--- config.mk ---
export PLATFORM = sky130hd
export DESIGN_NAME = adc_link_ctrl
export DESIGN_NICKNAME = d
export VERILOG_FILES = /design/src/rtl/adc_link_pkg.sv /design/src/rtl/adc_link_tick.sv /design/src/rtl/adc_link_capture.sv /design/src/rtl/adc_link_fsm.sv /design/src/rtl/adc_link_ctrl.sv
export SDC_FILE = /design/constraint.sdc
export NUM_CORES = 1
export LEC_CHECK = 0
export BUFFER_PORTS_ARGS = -buffer_cell sky130_fd_sc_hd__buf_2
export CAP_MARGIN = 20
export CORE_MARGIN = 2
export CORE_UTILIZATION = 57
export DETAILED_ROUTE_END_ITERATION = 16
export PLACE_DENSITY_LB_ADDON = 0.12
export SYNTH_ARGS = -nofsm -noshare
export SYNTH_HDL_FRONTEND = slang
export SYNTH_SLANG_ARGS = --single-unit
--- constraint.sdc ---
create_clock -name clk -period 2.45 [get_ports clk]
set_input_delay 0 -clock clk [delete_from_list [all_inputs] [get_ports clk]]
set_output_delay 0 -clock clk [all_outputs]
set_load 0.02 [all_outputs]
--- src/rtl/adc_link_pkg.sv ---
package adc_link_pkg;

    typedef enum logic [2:0] {
        ST_IDLE,
        ST_SETUP,
        ST_LOW,
        ST_HIGH,
        ST_CUT,
        ST_GAP
    } link_state_e;

    typedef enum logic [1:0] {
        FK_REAL,
        FK_DUMMY,
        FK_SLEEP
    } frame_kind_e;

    // Number of result bits for a resolution code, counted down from the widest.
    function automatic int res_width(input logic [1:0] sel, input int max_bits);
        int step;
        unique case (sel)
            2'd0:    step = 0;
            2'd1:    step = 1;
            default: step = 2;
        endcase
        return max_bits - 2 * step;
    endfunction

endpackage

--- src/rtl/adc_link_tick.sv ---
module adc_link_tick #(
    parameter int HALF_DIV = 2
) (
    input  logic clk,
    input  logic rst_n,
    input  logic en,
    output logic tick
);
    localparam int CW = (HALF_DIV > 1) ? $clog2(HALF_DIV) : 1;

    logic [CW-1:0] cnt_q;

    assign tick = en && (cnt_q == CW'(HALF_DIV - 1));

    always_ff @(posedge clk or negedge rst_n) begin
        if (!rst_n) begin
            cnt_q <= '0;
        end else if (!en || tick) begin
            cnt_q <= '0;
        end else begin
            cnt_q <= cnt_q + 1'b1;
        end
    end
endmodule

--- src/rtl/adc_link_capture.sv ---
module adc_link_capture #(
    parameter int MAX_BITS  = 12,
    parameter int LEAD_BITS = 3,
    parameter int IDX_W     = 5,
    parameter int NB_W      = 4
) (
    input  logic                clk,
    input  logic                rst_n,
    input  logic                clr,
    input  logic                strobe,
    input  logic [IDX_W-1:0]    idx,
    input  logic [NB_W-1:0]     nbits,
    input  logic                din,
    output logic [MAX_BITS-1:0] word
);
    logic [MAX_BITS-1:0] shr_q;
    logic                in_window;

    // Only samples inside the result window enter the register, so bits
    // outside it never reach the word and the result is right-justified.
    always_comb begin
        in_window = (int'(idx) > LEAD_BITS) &&
                    (int'(idx) <= LEAD_BITS + int'(nbits));
    end

    always_ff @(posedge clk or negedge rst_n) begin
        if (!rst_n) begin
            shr_q <= '0;
        end else if (clr) begin
            shr_q <= '0;
        end else if (strobe && in_window) begin
            shr_q <= {shr_q[MAX_BITS-2:0], din};
        end
    end

    assign word = shr_q;
endmodule

--- src/rtl/adc_link_fsm.sv ---
module adc_link_fsm
    import adc_link_pkg::*;
#(
    parameter int FRAME_LEN = 16,
    parameter int CUT_EDGE  = 5,
    parameter int MAX_BITS  = 12,
    parameter int IDX_W     = 5,
    parameter int NB_W      = 4
) (
    input  logic             clk,
    input  logic             rst_n,
    input  logic             start_i,
    input  logic             sleep_i,
    input  logic [1:0]       res_i,
    input  logic             tick,
    output logic             run_o,
    output logic             csn_o,
    output logic             sclk_o,
    output logic             sample_stb_o,
    output logic             frame_clr_o,
    output logic [IDX_W-1:0] idx_o,
    output logic [NB_W-1:0]  nbits_o,
    output logic             post_o
);
    link_state_e state_q, state_d;
    frame_kind_e kind_q, kind_d;
    logic             asleep_q;
    logic [IDX_W-1:0] falls_q;
    logic [1:0]       res_q;
    logic             csn_q, sclk_q;
    logic             last_edge, cut_edge;

    assign last_edge = (falls_q == IDX_W'(FRAME_LEN));
    assign cut_edge  = (falls_q == IDX_W'(CUT_EDGE));

    // Next-state logic
    always_comb begin
        state_d = state_q;
        kind_d  = kind_q;
        unique case (state_q)
            ST_IDLE: begin
                if (start_i) begin
                    state_d = ST_SETUP;
                    kind_d  = asleep_q ? FK_DUMMY : FK_REAL;
                end else if (sleep_i && !asleep_q) begin
                    state_d = ST_SETUP;
                    kind_d  = FK_SLEEP;
                end
            end
            ST_SETUP: begin
                if (tick) state_d = ST_LOW;
            end
            ST_LOW: begin
                if (tick) begin
                    if (kind_q == FK_SLEEP && cut_edge) state_d = ST_CUT;
                    else                                state_d = ST_HIGH;
                end
            end
            ST_HIGH: begin
                if (tick) begin
                    if (last_edge) state_d = ST_GAP;
                    else           state_d = ST_LOW;
                end
            end
            ST_CUT: begin
                if (tick) state_d = ST_IDLE;
            end
            ST_GAP: begin
                if (tick) begin
                    if (kind_q == FK_DUMMY) begin
                        state_d = ST_SETUP;
                        kind_d  = FK_REAL;
                    end else begin
                        state_d = ST_IDLE;
                    end
                end
            end
            default: state_d = ST_IDLE;
        endcase
    end

    // State register
    always_ff @(posedge clk or negedge rst_n) begin
        if (!rst_n) begin
            state_q <= ST_IDLE;
            kind_q  <= FK_REAL;
        end else begin
            state_q <= state_d;
            kind_q  <= kind_d;
        end
    end

    // Frame bookkeeping: falling-edge count, sleep flag, latched resolution
    always_ff @(posedge clk or negedge rst_n) begin
        if (!rst_n) begin
            falls_q  <= '0;
            asleep_q <= 1'b0;
            res_q    <= 2'd0;
        end else begin
            if (state_d == ST_SETUP && state_q != ST_SETUP) begin
                falls_q <= '0;
            end else if (state_d == ST_LOW && state_q != ST_LOW) begin
                falls_q <= falls_q + 1'b1;
            end
            if (state_q == ST_IDLE && state_d == ST_SETUP) begin
                res_q <= res_i;
            end
            if (state_q == ST_LOW && state_d == ST_CUT) begin
                asleep_q <= 1'b1;
            end else if (state_q == ST_GAP && tick && kind_q == FK_DUMMY) begin
                asleep_q <= 1'b0;
            end
        end
    end

    // Registered pin outputs, decoded from the next state
    always_ff @(posedge clk or negedge rst_n) begin
        if (!rst_n) begin
            csn_q  <= 1'b1;
            sclk_q <= 1'b1;
        end else begin
            unique case (state_d)
                ST_IDLE, ST_CUT, ST_GAP: csn_q <= 1'b1;
                default:                 csn_q <= 1'b0;
            endcase
            sclk_q <= (state_d != ST_LOW);
        end
    end

    assign csn_o        = csn_q;
    assign sclk_o       = sclk_q;
    assign run_o        = (state_q != ST_IDLE);
    assign sample_stb_o = (state_q == ST_LOW) && (state_d == ST_HIGH);
    assign frame_clr_o  = (state_d == ST_SETUP) && (state_q != ST_SETUP);
    assign idx_o        = falls_q;
    assign nbits_o      = NB_W'(res_width(res_q, MAX_BITS));
    assign post_o       = (state_q == ST_HIGH) && tick && last_edge && (kind_q == FK_REAL);
endmodule

--- src/rtl/adc_link_ctrl.sv ---
module adc_link_ctrl #(
    parameter int HALF_DIV  = 2,
    parameter int FRAME_LEN = 16,
    parameter int LEAD_BITS = 3,
    parameter int CUT_EDGE  = 5,
    parameter int MAX_BITS  = 12
) (
    input  logic                clk,
    input  logic                rst_n,
    input  logic                start_i,
    input  logic                sleep_i,
    input  logic [1:0]          res_sel_i,
    input  logic                sdo_i,
    output logic                csn_o,
    output logic                sclk_o,
    output logic [MAX_BITS-1:0] sample_o,
    output logic                sample_vld_o
);
    localparam int IDX_W = $clog2(FRAME_LEN + 1);
    localparam int NB_W  = $clog2(MAX_BITS + 1);

    logic             run, tick, stb, clr, post;
    logic [IDX_W-1:0] idx;
    logic [NB_W-1:0]  nbits;
    logic [MAX_BITS-1:0] word;
    logic [MAX_BITS-1:0] sample_q;
    logic                vld_q;

    adc_link_tick #(.HALF_DIV(HALF_DIV)) u_tick (
        .clk   (clk),
        .rst_n (rst_n),
        .en    (run),
        .tick  (tick)
    );

    adc_link_fsm #(
        .FRAME_LEN (FRAME_LEN),
        .CUT_EDGE  (CUT_EDGE),
        .MAX_BITS  (MAX_BITS),
        .IDX_W     (IDX_W),
        .NB_W      (NB_W)
    ) u_fsm (
        .clk          (clk),
        .rst_n        (rst_n),
        .start_i      (start_i),
        .sleep_i      (sleep_i),
        .res_i        (res_sel_i),
        .tick         (tick),
        .run_o        (run),
        .csn_o        (csn_o),
        .sclk_o       (sclk_o),
        .sample_stb_o (stb),
        .frame_clr_o  (clr),
        .idx_o        (idx),
        .nbits_o      (nbits),
        .post_o       (post)
    );

    adc_link_capture #(
        .MAX_BITS  (MAX_BITS),
        .LEAD_BITS (LEAD_BITS),
        .IDX_W     (IDX_W),
        .NB_W      (NB_W)
    ) u_cap (
        .clk    (clk),
        .rst_n  (rst_n),
        .clr    (clr),
        .strobe (stb),
        .idx    (idx),
        .nbits  (nbits),
        .din    (sdo_i),
        .word   (word)
    );

    always_ff @(posedge clk or negedge rst_n) begin
        if (!rst_n) begin
            sample_q <= '0;
            vld_q    <= 1'b0;
        end else begin
            vld_q <= post;
            if (post) sample_q <= word;
        end
    end

    assign sample_o     = sample_q;
    assign sample_vld_o = vld_q;
endmodule

==> run metrics, run 1 <==
Post-Synth XOR/XNOR Area 0%; CTS tree built; total routed wirelength ~3600 um; setup repair bufs after CTS 0; worst vdd ir just over 0.4 mV; post-route clock period utilization between 90% and 100%; # setup viols final 0; Synthesis Warnings 0; DR pass1 iterations 4; fin area 2257 sq um; TritonCTS Buffers 5; main combinational cell family by area after synthesis simple AND/OR/NAND/NOR gates; Synth Area in Adders 4.470%; hold-critical path depth 5; layout cells sized above 1 approximately 25%; gr ovfl total 0; final design utilization around two thirds; antenna violations before repair 0; Mapped Cells roughly 180; routability cong. a little under 0.9; routed len/inst ~14 um; die area roughly 3900 sq um; asr flop ratio synth 100.0%; CTS HTree Levels 2; Leak 1.172 nW; Yosys reg bits 41; vias per cell slightly below 6; critical-path maximum fanout 12; Arr. time, crit path ~2600 ps; post-synthesis sequential area ratio 52.49%; mux share of post-synthesis cell area between 10% and 20%; vias in the first global route 1490; PortBufs 21; GRT Total Usage a little over a fifth; Critical Path RT around 2700 ps; startpoint types flop; RSZ-0062 raised after global routing false; synth cell count leaders dfrtp_1 (39), nand2_1 (20), mux2_2 (12), inv_1 (10), mux2i_1 (10); initial drt markers ~120; max_cap viols 0; Fin Setup TNS 0 ps; Final #Nets 220; DP Area roughly 2100 sq um; pin count of the biggest net entering global routing 42; antenna cells 0; Post-route DRC 0; number of synthesized flops with an enable pin 0; compound-cell area share of the yosys netlist approximately 12%; global-route wire length before repair around 6500 um; DIE HEIGHT ~63 um; row cnt 21; post-route clock skew 6.755 ps; Clock Sinks just over 40; worst setup path class reg -> reg; Post-Syn Nets 190; Clk Latency, worst-skew pair ~350 ps; maximum clock path buffer count 2; core region area between 3000 and 4000 sq um; syn avg cell area 11.13 sq um; status completed; P per Cell Area about 930 nW/um^2; Tot Pwr between 2 and 2.5 mW; Post-Synth Simple-Gate Area 14.75%; Slew Viols, Final 0; hpwl dp about 2600 um; most instantiated library cell after synthesis dfrtp_1; Routed Antenna Nets 0; Synth top area share between 40% and 50%; minimum clock period 2285 ps; Syn-to-layout area delta 15.20%; Setup crit end kind flop; clk slew on worst S/H paths ~120 ps; dominant cell type by area after synthesis dfrtp_1; highest clock rate ~0.44 GHz; Worst Tran Pin Value about 890 ps; Hold Crit Class in -> reg; I/O pins 22; Rel. slew slack 40.99%; Main synth FF type dfrtp_1; Starting Density 59.18%; Netlist cell types 37; dominant cells by area after synthesis dfrtp_1 (50%), mux2_2 (6.9%), mux2i_1 (5.1%), ha_1 (4.5%), nand2_1 (3.8%); worst reg2reg path depth 5; Die X 62.63 um; Root Buffer clkbuf_4; detailed-route via count approximately 1500; Final Hold Fails 0; Synth Cell Area between 1500 and 2000 sq um
[cells in the final DEF, fill, tap and decap left out, types with 6 or more instances in the layout]
cell type and n:
a21oi_1 6, and3_1 6, buf_2 21, dfrtp_1 39
ha_1 7, inv_1 10, mux2_2 12, mux2i_1 10
nand2_1 20, nand3_1 7, o21ai_0 7
[critical path: stages, from the launching register on]
cell      delay, ps
dfrtp_1         480
or4b_4          550
o211a_1         230
a2111o_1        460
nand2_2         270
mux2i_1         220
[repair_timing]
action	in CTS	in global routing
endpoints found under the hold margin	44	0
hold buffers	5	0
setup endpoints to repair	0	1
resized for setup	0	1
[per-stage QoR]
step / worst slack (ps) / cells / hold WS [ps]
2_1_floorplan: 335.4 / 176 / -295.6
3_3_place_gp: 246.4 / 240 / 151.0
3_5_place_dp: 171.1 / 240 / 172.1
4_1_cts: 163.1 / 253 / 213.4
5_1_grt: 35.75 / 253 / 285.4
6_report: 164.9 / 253 / 216.5
[state kept, by name, summed over array words and instances, names as in the netlist]
name,count
u_fsm.asleep_q,1
u_fsm.res_q,2
sample_vld_o,1
u_cap.word,12
u_fsm.kind_q,2
u_tick.cnt_q,1
u_fsm.csn_o,1
sample_o,12
u_fsm.idx_o,5
u_fsm.sclk_o,1
u_fsm.state_q,3
[cell type report]
cell class              instances  area [sq um]
clock buffers                   6         51.30
clock inverters                 2         37.54
fillers                       274          1054
inverters                      10         37.54
multi-input cells             118         859.6
flip-flops and latches         41          1028
well taps                      46         57.56
repair buffers                 30         185.2
[metal layers]
layer | track usage [%] | wire length, um | vias to the layer above
met5 | 0 | 0 | -
met4 | 8.889 | 53 | 0
met3 | 5.045 | 160 | 7
met2 | 35.75 | 1802 | 45
met1 | 26.21 | 1572 | 723
li1 | - | - | 691
[power by group]
group,total (mW),switching [mW],internal (mW)
Clock,0.461,0.219,0.242
Combinational,0.701,0.405,0.296
Sequential,0.932,0.139,0.793
Total,2.10,0.764,1.33
[path summary, 6_finish.rpt]
path                                start               to  slack (ps)
hold reg to reg               sample_o[1]      sample_o[1]         490
max in group asynchronous           rst_n   u_fsm.idx_o[2]        1590
setup / recovery           u_fsm.idx_o[4]    u_cap.word[2]         160
setup reg to reg           u_fsm.idx_o[4]    u_cap.word[2]         160
hold / removal                    sleep_i  u_fsm.kind_q[1]         220
min in group asynchronous           rst_n    u_cap.word[0]         310
[logic make-up (layout without fill, tap and decap cells)]
group / after synthesis / count (layout)
and+or+nand+nor: 55 / 55
muxes: 22 / 22
DFF: 41 / 41
adders and majority gates: 7 / 7
buffers and inverters: 17 / 48
other: 2 / 2
AOI/OAI and AO/OA: 32 / 32
Note: power is estimated with default switching activity, not from simulation.
==> run 2: changes to the inputs <==
--- a/config.mk
+++ b/config.mk
@@ -8,7 +8,7 @@
 export BUFFER_PORTS_ARGS = -buffer_cell sky130_fd_sc_hd__buf_2
 export CAP_MARGIN = 20
 export CORE_MARGIN = 2
-export CORE_UTILIZATION = 57
+export CORE_UTILIZATION = 41
 export DETAILED_ROUTE_END_ITERATION = 16
 export PLACE_DENSITY_LB_ADDON = 0.12
 export SYNTH_ARGS = -nofsm -noshare
==> run metrics, run 2 (synthesized netlist as in run 1, its figures left out) <==
status completed; Arr. time, crit path around 2500 ps; Final #Nets 221; Slew Viols, Final 0; routed len/inst 15.53 um; Clk Latency, worst-skew pair approximately 290 ps; Hold Crit Class in -> reg; CP Cell Sequence or4b_4, o211a_1, a2111o_1, nand2_4, mux2i_1; post-route clock skew 5.217 ps; Root Buffer clkbuf_8; gr ovfl total 0; commonest cells after routing, fill and taps aside dfrtp_1 (39), buf_2 (21), nand2_1 (20); DIE HEIGHT 73.13 um; startpoint types flop; P per Cell Area approximately 960 nW/um^2; core region area roughly 4700 sq um; CP max stage cell or4b_4; Rel. slew slack roughly two fifths; max_cap viols 0; Syn-to-layout area delta 17.31%; total routed wirelength 4070 um; post-route clock period utilization between 90% and 100%; DR pass1 iterations 4; PortBufs 21; highest clock rate between 0.4 and 0.5 GHz; Critical Path RT 2660 ps; critical-path maximum fanout 12; Clock Sinks 41; Routed Antenna Nets 0; vias per cell 5.573; antenna cells 0; worst setup path class reg -> reg; RSZ-0062 raised after global routing false; vias in the first global route ~1500; Leak ~1.2 nW; die area between 5000 and 6000 sq um; worst stage delay on the critical path ~560 ps; clk slew on worst S/H paths 80 ps; pin count of the biggest net entering global routing 42; detailed-route via count between 1000 and 1500; layout cells sized above 1 approximately 25%; maximum clock path buffer count 2; CTS HTree Levels 2; initial drt markers ~140; I/O pins 22; Fillers about 400; antenna violations before repair 0; Post-route DRC 0; Final Hold Fails 0; global-route wire length before repair around 7000 um; CTS tree built; Starting Density 42.04%; fin area between 2000 and 2500 sq um; Setup crit end kind flop; Worst Tran Pin Value 908.6 ps; Die X between 70 and 80 um; worst vdd ir about 0.4 mV; DP Area 2142 sq um; hpwl dp about 2900 um; Fin Setup TNS 0 ps; TritonCTS Buffers 5; # setup viols final 0; routability cong. about 1.0; commonest non-fill, non-tap cell in the layout dfrtp_1; row cnt 25; minimum clock period 2239 ps; GRT Total Usage approximately 17%
==> run 2: cell type report <==
type	instances	area (sq um)	share of cell area, %
Clock inverter	2	38.79	1.688
Tap cell	54	67.56	2.940
Inverter	10	37.54	1.633
Sequential cell	41	1028	44.75
Clock buffer	6	72.57	3.157
Timing Repair Buffer	31	190.2	8.274
Multi-Input combinational cell	118	863.3	37.56
==> run 2: through the flow <==
stage	hold WS, ps	instances	power [mW]	utilization, %	setup slack (ps)
2_1_floorplan	-295.6	176	1.427	-	335.4
6_report	55.69	262	2.202	49.32	211.1
5_1_grt	76.50	262	2.344	49.32	55.97
3_5_place_dp	196.8	250	1.646	45.96	143.1
4_1_cts	45.58	262	2.207	49.21	119.8
3_3_place_gp	170.1	250	1.616	45.96	237.0
==> run 2: path summary, 6_finish.rpt <==
kind	cells after the start	slack [ps]	endpoint	from
min in group asynchronous	2	360	u_fsm.kind_q[0]	rst_n
worst min register to register	1	500	sample_o[10]	sample_o[10]
worst max register to register	5	210	u_cap.word[5]	u_fsm.idx_o[4]
worst min-delay path	3	60	u_cap.word[0]	sdo_i
worst max-delay path	5	210	u_cap.word[5]	u_fsm.idx_o[4]
max in group asynchronous	2	1510	u_fsm.res_q[0]	rst_n
==> run 2: per-layer routing <==
layer,global-route usage (%),share of wire (%),vias to the layer above
met5,0,0,-
li1,-,-,696
met1,21.89,44,705
met3,4.006,4.6,12
met2,28.23,49,47
met4,8.642,2.2,0
==> run 2: timing repair <==
action / in CTS / in global routing
gates resized for setup: 0 / 1
hold buffers: 4 / 0
endpoints found under the setup margin: 0 / 1
endpoints found under the hold margin: 43 / 0
setup buffers: 0 / 0
==> run 2: critical path: cells and delay by family, from the launching register on <==
kind / cells / cell delay [ps]
AND/OR/NAND/NOR: 2 / 760
AO/OA/AOI/OAI: 2 / 700
multiplexers: 1 / 230
flip-flops: 1 / 460
==> run 2: where the power goes <==
part           internal (mW)  switching, mW
logic                  0.299          0.432
clock network          0.306          0.236
registers              0.794          0.137
==> run 3: changes to the inputs <==
--- a/config.mk
+++ b/config.mk
@@ -5,11 +5,13 @@
 export SDC_FILE = /design/constraint.sdc
 export NUM_CORES = 1
 export LEC_CHECK = 0
+export ABC_AREA = 1
 export BUFFER_PORTS_ARGS = -buffer_cell sky130_fd_sc_hd__buf_2
 export CAP_MARGIN = 20
 export CORE_MARGIN = 2
 export CORE_UTILIZATION = 41
 export DETAILED_ROUTE_END_ITERATION = 16
+export MAX_ROUTING_LAYER = met4
 export PLACE_DENSITY_LB_ADDON = 0.12
 export SYNTH_ARGS = -nofsm -noshare
 export SYNTH_HDL_FRONTEND = slang
==> run metrics, run 3 <==
status completed; NetSw around 970 uW; post-synthesis sequential area ratio between 50% and 60%; commonest non-fill, non-tap cell in the layout dfrtp_1; Fin Setup TNS 0 ps; critical path buffer and inverter count 0; Final Hold Fails 0; final cell count without fillers 309; Worst Tran Pin Value 898.6 ps; clk slew on worst S/H paths approximately 80 ps; routed len/inst between 10 and 15 um; layout cells sized above 1 between 20 and 25%; # setup viols final 0; syn avg cell area ~9.5 sq um; RSZ-0062 raised after global routing false; DP Area about 2200 sq um; Hold Crit Class in -> reg; Syn-to-layout area delta 15.44%; Synthesis Warnings 0; DIE HEIGHT between 70 and 80 um; maximum clock path buffer count 2; startpoint types flop; TritonCTS Buffers 5; core region area around 4700 sq um; synth cell count leaders dfrtp_1 (39), nand2_1 (37), inv_1 (24), nor2_1 (17), o22ai_1 (12); Clock Sinks 41; area of the multi-input gates a little over 800 sq um; Post-route DRC 0; Seq pwr share between 40% and 50%; Fillers about 480; post-route clock skew roughly 8.6 ps; Netlist cell types 36; Main synth FF type dfrtp_1; DR pass1 iterations 4; GRT Total Usage approximately 16%; detailed-route via count roughly 1400; Leak about 1.2 nW; PortBufs 21; Synth Cell Area about 2000 sq um; worst stage delay on the critical path roughly 480 ps; worst setup path class reg -> reg; dominant cell type by area after synthesis dfrtp_1; CP Cell Sequence ha_1, nand3_1, o21ai_0, nand3b_4, nand2_2, o22ai_1; total routed wirelength 3677 um; setup repair bufs after CTS 0; Slew Viols, Final 0; hold slack 210.2 ps; vias per cell 4.657; hpwl dp approximately 2600 um; asr flop ratio synth between 90% and 100%; uppermost routed layer met4; Starting Density about 43%; Final #Nets 255; Worst path top cell family by delay simple AND/OR/NAND/NOR gates; fin area ~2300 sq um; Setup crit end kind flop; Root Buffer clkbuf_8; die area roughly 5500 sq um; M1 WL ~1900 um; Clock power frac 19.9%; most instantiated library cell after synthesis dfrtp_1; routability cong. slightly below 0.8; P_int 1.368 mW; P per Cell Area 1009 nW/um^2; minimum clock period around 1900 ps; Mapped Cells ~210; Placed Instances around 300; worst vdd ir 0.4395 mV; Yosys reg bits 41; max_cap viols 0; pin count of the biggest net entering global routing 42; Routed Antenna Nets 0; number of synthesized flops with an enable pin 0; initial drt markers 131; critical-path maximum fanout 13; Die X 74.01 um; antenna cells 0; post-route clock period utilization 77.51%; global-route wire length before repair 6244 um; Post-Syn Nets 225; CTS HTree Levels 2; Rel. slew slack about 40%; dominant cells by area after synthesis dfrtp_1 (49%), nand2_1 (6.9%), inv_1 (4.5%), ha_1 (4.4%), o22ai_1 (3.7%); Seq. cell area 1028 sq um; switching share of total power about two fifths; Critical Path RT 2620 ps; CTS tree built; row cnt 25; WL met2 between 1500 and 2000 um; Synth top area share 48.57%; commonest cells after routing, fill and taps aside dfrtp_1 (39), nand2_1 (37), inv_1 (24); vias in the first global route 1303; met3 WL post-DR 134 um; gr ovfl total 0; I/O pins 22; antenna violations before repair 0; Logic pwr share between 30% and 40%; Arr. time, crit path 2070 ps; CP max stage cell dfrtp_1; Clk Latency, worst-skew pair between 200 and 300 ps; highest clock rate 0.5266 GHz
## run 3: cell type report
class	count	share of cell area (%)
clock inverters	2	0.5933
clock buffers	6	3.560
multi-input cells	136	35.81
flip-flops and latches	41	44.34
well taps	67	3.614
repair buffers	27	7.012
inverters	30	5.070
## run 3: logic make-up (layout without fill, tap and decap cells)
group | after synthesis | after routing | synth area share (%)
adder cells (fa/ha/maj) | 7 | 7 | 4.358
XOR/XNOR | 2 | 2 | 0.8719
other | 2 | 2 | 0.3737
multiplexers | 1 | 1 | 0.5604
flip-flops | 41 | 41 | 51.18
AND/OR/NAND/NOR | 87 | 87 | 24.53
buffers and inverters | 34 | 65 | 7.472
AO/OA/AOI/OAI | 37 | 37 | 10.65
## run 3: repair_timing
| action | CTS | global route |
|---|---|---|
| setup endpoints to repair | 0 | 0 |
| hold buffers | 5 | 0 |
| hold endpoints to repair | 43 | 0 |
| gates resized for setup | 0 | 0 |
## run 3: power by group through the flow
stage / registers (mW) / clock network [mW] / logic (mW)
2_1_floorplan: 0.942 / 0 / 0.768
3_3_place_gp: 0.961 / 0 / 0.931
3_5_place_dp: 0.959 / 0 / 0.926
4_1_cts: 0.947 / 0.488 / 0.941
5_1_grt: 0.970 / 0.516 / 1.04
6_report: 0.947 / 0.467 / 0.927
## run 3: final timing paths
kind / startpoint / to / slack [ps] / cells past startpoint
hold reg to reg: sample_o[2] / sample_o[2] / 490 / 2
setup reg to reg: u_fsm.idx_o[2] / u_cap.word[4] / 550 / 6
min in group asynchronous: rst_n / sample_vld_o / 360 / 2
hold / removal: sleep_i / u_fsm.kind_q[1] / 210 / 5
max in group asynchronous: rst_n / u_cap.word[10] / 1520 / 2
setup / recovery: u_fsm.idx_o[2] / u_cap.word[4] / 550 / 6
## run 3: worst reg2reg max path, delay by kind of cell, from the launching register on
family	cells	cell delay, ps
AND/OR/NAND/NOR	3	560
flip-flops	1	480
AO/OA/AOI/OAI	2	410
adder cells (fa/ha/maj)	1	340
## run 3: routing by layer
layer,track usage (%),vias up
met3,2.846,7
met4,6.667,0
met2,21.63,25
met5,-,-
li1,-,756
met1,22.12,651
## run 3: stage by stage
| stage | power, mW | util, % | worst slack, ps |
|---|---|---|---|
| floorplan | 1.710 | - | 858.1 |
| global placement | 1.892 | 46.01 | 592.9 |
| detailed placement | 1.885 | 46.01 | 561.7 |
| CTS | 2.376 | 49.11 | 555.2 |
| global route | 2.530 | 49.11 | 340.4 |
| finish | 2.342 | 49.11 | 551.0 |
